File: src/rtl/wtc_pkg.sv
package wtc_pkg;
  localparam int ADDR_W = 2;

  typedef enum logic [ADDR_W-1:0] {
    LOC_LOW  = 2'd0,
    LOC_HOLD = 2'd1,
    LOC_STAT = 2'd2,
    LOC_NONE = 2'd3
  } loc_e;
endpackage

File: src/rtl/wtc_bus_port.sv
module wtc_bus_port
  import wtc_pkg::*;
#(
  parameter int BYTE_W = 8
) (
  input  logic                clk,
  input  logic                rst,
  input  logic [ADDR_W-1:0]   bus_addr_i,
  input  logic                bus_we_i,
  input  logic                bus_re_i,
  input  logic [BYTE_W-1:0]   bus_wdata_i,
  input  logic [2*BYTE_W-1:0] cnt_i,
  input  logic                flag_i,
  output logic [BYTE_W-1:0]   hold_o,
  output logic                load_o,
  output logic                flag_clr_o,
  output logic [BYTE_W-1:0]   rdata_o
);
  loc_e loc;
  logic [BYTE_W-1:0] hold_q, rdata_q;

  always_comb loc = loc_e'(bus_addr_i);

  assign load_o     = bus_we_i && (loc == LOC_LOW);
  assign flag_clr_o = bus_we_i && (loc == LOC_STAT) && bus_wdata_i[0];

  always_ff @(posedge clk) begin
    if (rst) begin
      hold_q <= '0;
    end else if (bus_we_i && loc == LOC_HOLD) begin
      hold_q <= bus_wdata_i;
    end else if (bus_re_i && loc == LOC_LOW) begin
      hold_q <= cnt_i[2*BYTE_W-1:BYTE_W];
    end
  end

  always_ff @(posedge clk) begin
    if (rst) begin
      rdata_q <= '0;
    end else if (bus_re_i) begin
      unique case (loc)
        LOC_LOW:  rdata_q <= cnt_i[BYTE_W-1:0];
        LOC_HOLD: rdata_q <= hold_q;
        LOC_STAT: rdata_q <= {{(BYTE_W-1){1'b0}}, flag_i};
        default:  rdata_q <= '0;
      endcase
    end
  end

  assign hold_o  = hold_q;
  assign rdata_o = rdata_q;
endmodule

File: src/rtl/wtc_core.sv
module wtc_core #(
  parameter int BYTE_W = 8,
  localparam int CNT_W = 2 * BYTE_W
) (
  input  logic             clk,
  input  logic             rst,
  input  logic             tick_en_i,
  input  logic             dir_down_i,
  input  logic             clear_i,
  input  logic             load_i,
  input  logic [CNT_W-1:0] load_val_i,
  output logic [CNT_W-1:0] cnt_o,
  output logic             wrap_o
);
  localparam logic [CNT_W-1:0] ONE  = CNT_W'(1);
  localparam logic [CNT_W-1:0] FULL = '1;

  logic [CNT_W-1:0] cnt_q, cnt_d;
  logic             step;

  assign step = tick_en_i && !load_i && !clear_i;

  always_comb begin
    cnt_d = cnt_q;
    if (load_i) begin
      cnt_d = load_val_i;
    end else if (tick_en_i) begin
      if (clear_i)         cnt_d = '0;
      else if (dir_down_i) cnt_d = cnt_q - ONE;
      else                 cnt_d = cnt_q + ONE;
    end
  end

  always_ff @(posedge clk) begin
    if (rst) cnt_q <= '0;
    else     cnt_q <= cnt_d;
  end

  assign wrap_o = step && (dir_down_i ? (cnt_q == '0) : (cnt_q == FULL));
  assign cnt_o  = cnt_q;
endmodule

File: src/rtl/wtc_status.sv
module wtc_status #(
  parameter int CNT_W = 16
) (
  input  logic             clk,
  input  logic             rst,
  input  logic [CNT_W-1:0] cnt_i,
  input  logic [CNT_W-1:0] top_val_i,
  input  logic             wrap_i,
  input  logic             flag_clr_i,
  output logic             top_o,
  output logic             bottom_o,
  output logic             pulse_o,
  output logic             flag_o
);
  logic pulse_q, flag_q;

  always_ff @(posedge clk) begin
    if (rst) begin
      pulse_q <= 1'b0;
      flag_q  <= 1'b0;
    end else begin
      pulse_q <= wrap_i;
      if (wrap_i)          flag_q <= 1'b1;
      else if (flag_clr_i) flag_q <= 1'b0;
    end
  end

  assign top_o    = (cnt_i == top_val_i);
  assign bottom_o = (cnt_i == '0);
  assign pulse_o  = pulse_q;
  assign flag_o   = flag_q;
endmodule

File: src/rtl/wide_tick_counter.sv
module wide_tick_counter
  import wtc_pkg::*;
#(
  parameter int BYTE_W = 8,
  parameter int SEL_W  = 3,
  localparam int CNT_W = 2 * BYTE_W
) (
  input  logic              clk,
  input  logic              rst,
  input  logic              tick_i,
  input  logic [SEL_W-1:0]  clk_sel_i,
  input  logic              dir_down_i,
  input  logic              clear_i,
  input  logic [CNT_W-1:0]  top_val_i,
  input  logic [ADDR_W-1:0] bus_addr_i,
  input  logic              bus_we_i,
  input  logic              bus_re_i,
  input  logic [BYTE_W-1:0] bus_wdata_i,
  output logic [BYTE_W-1:0] bus_rdata_o,
  output logic              top_o,
  output logic              bottom_o,
  output logic              ovf_irq_o
);
  logic [CNT_W-1:0]  cnt_q;
  logic [BYTE_W-1:0] hold_q;
  logic              load, flag_clr, wrap, ovf_flag_q, tick_en;

  assign tick_en = tick_i && (clk_sel_i != '0);

  wtc_bus_port #(.BYTE_W(BYTE_W)) u_port (
    .clk(clk), .rst(rst),
    .bus_addr_i(bus_addr_i), .bus_we_i(bus_we_i), .bus_re_i(bus_re_i),
    .bus_wdata_i(bus_wdata_i), .cnt_i(cnt_q), .flag_i(ovf_flag_q),
    .hold_o(hold_q), .load_o(load), .flag_clr_o(flag_clr),
    .rdata_o(bus_rdata_o)
  );

  wtc_core #(.BYTE_W(BYTE_W)) u_core (
    .clk(clk), .rst(rst),
    .tick_en_i(tick_en), .dir_down_i(dir_down_i), .clear_i(clear_i),
    .load_i(load), .load_val_i({hold_q, bus_wdata_i}),
    .cnt_o(cnt_q), .wrap_o(wrap)
  );

  wtc_status #(.CNT_W(CNT_W)) u_stat (
    .clk(clk), .rst(rst),
    .cnt_i(cnt_q), .top_val_i(top_val_i),
    .wrap_i(wrap), .flag_clr_i(flag_clr),
    .top_o(top_o), .bottom_o(bottom_o),
    .pulse_o(ovf_irq_o), .flag_o(ovf_flag_q)
  );
endmodule

File: config.mk
export PLATFORM = sky130hd
export DESIGN_NAME = wide_tick_counter
export DESIGN_NICKNAME = d
export VERILOG_FILES = /design/src/rtl/wtc_pkg.sv /design/src/rtl/wtc_bus_port.sv /design/src/rtl/wtc_core.sv /design/src/rtl/wtc_status.sv /design/src/rtl/wide_tick_counter.sv
export SDC_FILE = /design/constraint.sdc
export NUM_CORES = 1
export LEC_CHECK = 0
export ABC_CLOCK_PERIOD_IN_PS = 2200
export BUFFER_PORTS_ARGS = -buffer_cell sky130_fd_sc_hd__buf_4
export CORE_MARGIN = 1
export CORE_UTILIZATION = 56
export DETAILED_ROUTE_END_ITERATION = 7
export PLACE_DENSITY = 0.81
export SLEW_MARGIN = 20
export SYNTH_ARGS = -nofsm -noshare
export SYNTH_HDL_FRONTEND = slang
export SYNTH_SLANG_ARGS = --single-unit
File: constraint.sdc
create_clock -name clk -period 2.2 [get_ports clk]
set_input_delay 0.44 -clock clk [delete_from_list [all_inputs] [get_ports clk]]
set_output_delay 0.44 -clock clk [all_outputs]
set_load 0.01 [all_outputs]
==> flow_summary.ini <==
[yosys]
yosys.area.top_type = dfxtp_1
synth.area.top_cells = dfxtp_1, a21oi_1, ha_1
syn_avg_cell_area_um2 = 8.135
synth-compound-area-share_pct = 23.35
synth-xor-area-share_pct = 9.239
syn_inst = 303
seq_area_frac_synth_pct = 27.61
ys_ff_latch = 34
syn_nets = 354
synth_edf_count = 0
synth_area_um2 = 2465
synthSimpleGateAreaFrac_pct = 22.39
async_reset_ff_share_pct = 0
yosys.cell_types.count = 47
synth_mux_area_share_pct = 5.584
synth_top_family_by_area = compound AO/OA/AOI/OAI gates
yosysWarnings = 0
synth-adder-area-share_pct = 7.919
synth-main-ff-cell = dfxtp_1
synth_top_area_share_pct = 27.61

[sta]
setup_slack_ns = 0.06428
rsz0062_at_grt = true
setup_violations = 0
skew_ns = 0.006574
slew-limit-headroom_pct = 52.83
report.final.slew_viol_count = 0
whs_ns = 0.4184
worst_slew_pin_slew_ns = 0.7011
setup_tns_ns = 0
hold_violations = 0
fin_crit_ns = 2.136
finalCritPeriodShare_pct = 97.08
maxClockFrequency_mhz = 468.2

[placed_design]
dp_slack_ns = -0.1177
gp_congestion = 0.9325
placed_cells = 418
dpl.hpwl_um = 5653
io_buffer_count = 46

[worst_setup_path]
cp-start-kind = flop
rr_worst_depth = 9
cp-end-kind = flop
cp_max_fo = 3
critical-path-top-delay-family = compound AO/OA/AOI/OAI gates
critPathKind = flop to flop
cp_slowest_cell = fa_1
worstPathCellList = inv_1, fa_1, nand2b_1, a21oi_2, o211ai_1, buf_4, a211oi_2, nor3_1, o32ai_2
cp.required_ns = 2.41
max_stage_delay_ns = 0.41
path_buf_inv = 2
r2r_end = u_core.cnt_o[12]$_SDFFE_PP0P_
worst-path-stages = 9
cp.arrival_ns = 2.34
ff2ff_setup_slack_ns = 0.06
r2r_start = u_core.cnt_o[0]$_SDFFE_PP0P_

[power_and_ir_drop]
vdd_drop_max_mv = 0.3630
power_density_nw_per_um2 = 577.4
power_leakage_uw = 0.001382

[clock_tree]
cts_sinks = 34
h-tree-depth = 2
root_buffer = clkbuf_8
clk_path_buf_depth = 2
clkSlewWorstSetupHoldPaths_ns = 0.07
clock_latency_ns = 0.29
cts_tree = done
cts_buffers = 5

[min_path]
hp-start = bus_re_i
worstHoldPathType = primary input to flop
min_to = u_port.rdata_o[0]$_SDFFE_PP0P_
hold_path_depth = 2

[detailed_routing]
wire_per_inst_um = 18.46
postRouteAntennaNets = 0
via_count = 2670
first_pass_iters = 6
avgViaCountPerCell = 6.268
drt_iter0_markers = 261
drc = 0
wirelength_um = 7865

[grt]
grt_use_met2_pct = 53.19
grt_max_degree = 32
grt_pass1_vias = 2392
grt_use_met3_pct = 8.167
grt-busiest-layer = met2
track_usage_pct = 34.56
met1_usage_pct = 44.08
antenna_found_initial = 0
grt-ovfl-total = 0
grt_pass1_wl_um = 11540

[finish]
fillers = 301
diodes = 0
final_cell_count_no_fill = 426
layout.nets = 427
syn2layout_area_growth_pct = 29.29
drive_gt1_share_pct = 26.86

[floorplan]
io_pins = 47
fp-row-count = 23
start_util_pct = 59.90
coreArea_um2 = 4115
dieArea_um2 = 4671
die_w_um = 68.35
die_y_um = 68.35

[run]
maxCapViolCount = 0

[outcome]
outcome = finished, final reports clean
[Yosys cell counts (5+ instances only)]
cell type,instances
xnor2_1,19
a211oi_1,13
nor2b_1,11
nand4_1,10
o22ai_1,9
mux2_2,6
o211ai_1,5
a21oi_1,36
dfxtp_1,34
xor2_1,7
clkbuf_1,8
nor2_1,22
ha_1,14
nor4_1,8
and3_1,13
nor3_1,5
nand2_1,17
inv_1,6
nand3_1,5
o21ai_0,7
mux2i_1,7
[flip-flops by register name, indices dropped and copies added (netlist names)]
name	count
u_port.rdata_o	8
u_port.hold_o	8
u_stat.pulse_o	1
u_core.cnt_o	16
u_stat.flag_o	1
[metrics by stage]
step                      total power (µW)  instance area, µm²  utilization (%)
after floorplan                       1006                2465                -
after global placement                1224                3054            74.22
after detailed placement              1235                3054            74.22
after CTS                             1816                3167            76.95
after global routing                  1914                3187            77.44
final                                 1840                3187            77.44
[where the power goes]
| group | switching [µW] | total (µW) | internal [µW] |
|---|---|---|---|
| combinational | 291 | 560 | 270 |
| sequential | 41.2 | 691 | 650 |
| clock | 227 | 589 | 362 |
| total | 558 | 1840 | 1280 |
[cell type report]
| type | count | area, µm² | area share (%) |
|---|---|---|---|
| clock buffer | 6 | 82.58 | 2.591 |
| clock inverter | 1 | 30.03 | 0.9423 |
| inverter | 6 | 22.52 | 0.7067 |
| multi-input combinational | 248 | 1700 | 53.36 |
| sequential | 34 | 680.7 | 21.36 |
| tap | 50 | 62.56 | 1.963 |
| timing repair buffer | 81 | 608.1 | 19.08 |
[per-layer routing]
metal / vias up / wire length (µm)
met5: - / 0
met4: 0 / 349
met3: 33 / 663
met2: 141 / 3630
met1: 1215 / 3221
li1: 1281 / -
[kinds of logic (layout without fill, tap and decap cells)]
group	Yosys count	after routing
xor+xnor	26	26
buf+inv	21	94
compound gates	91	91
mux	13	13
simple gates	103	103
fa+ha+maj	15	15
flops	34	34
[worst max path at each step]
stage                                 start                             to  slack [ns]
5_1_grt        u_core.cnt_o[0]$_SDFFE_PP0P_  u_core.cnt_o[12]$_SDFFE_PP0P_       -0.04
3_5_place_dp                     dir_down_i  u_core.cnt_o[12]$_SDFFE_PP0P_       -0.12
2_1_floorplan  u_core.cnt_o[0]$_SDFFE_PP0P_  u_core.cnt_o[12]$_SDFFE_PP0P_        0.16
6_report       u_core.cnt_o[0]$_SDFFE_PP0P_  u_core.cnt_o[12]$_SDFFE_PP0P_        0.06
3_3_place_gp                     dir_down_i   u_core.cnt_o[9]$_SDFFE_PP0P_       -0.06
4_1_cts        u_core.cnt_o[0]$_SDFFE_PP0P_  u_core.cnt_o[12]$_SDFFE_PP0P_        0.02
[layout by cell type (no fill, tap or decap), types with 4 or more instances in the layout]
| cell type | n |
|---|---|
| xnor2_1 | 19 |
| a211oi_1 | 12 |
| a21oi_1 | 34 |
| buf_4 | 81 |
| nand4_1 | 10 |
| nand2b_1 | 4 |
| nand2_1 | 17 |
| o211ai_1 | 5 |
| nand3_1 | 5 |
| clkbuf_8 | 6 |
| nor4_1 | 8 |
| mux2_2 | 6 |
| and3_1 | 13 |
| mux2i_1 | 7 |
| nor3_1 | 5 |
| o22ai_1 | 9 |
| nor2b_1 | 11 |
| ha_1 | 14 |
| dfxtp_1 | 34 |
| o21ai_0 | 7 |
| inv_1 | 6 |
| xor2_1 | 7 |
| nor2_1 | 22 |
[what timing repair did]
| item | 4_1_cts | 5_1_grt |
|---|---|---|
| setup buffers | 0 | 1 |
| hold buffers | 0 | 0 |
| endpoints found under the setup margin | 0 | 2 |
| gates resized for setup | 0 | 3 |
Note: power is estimated with default switching activity, not from simulation.
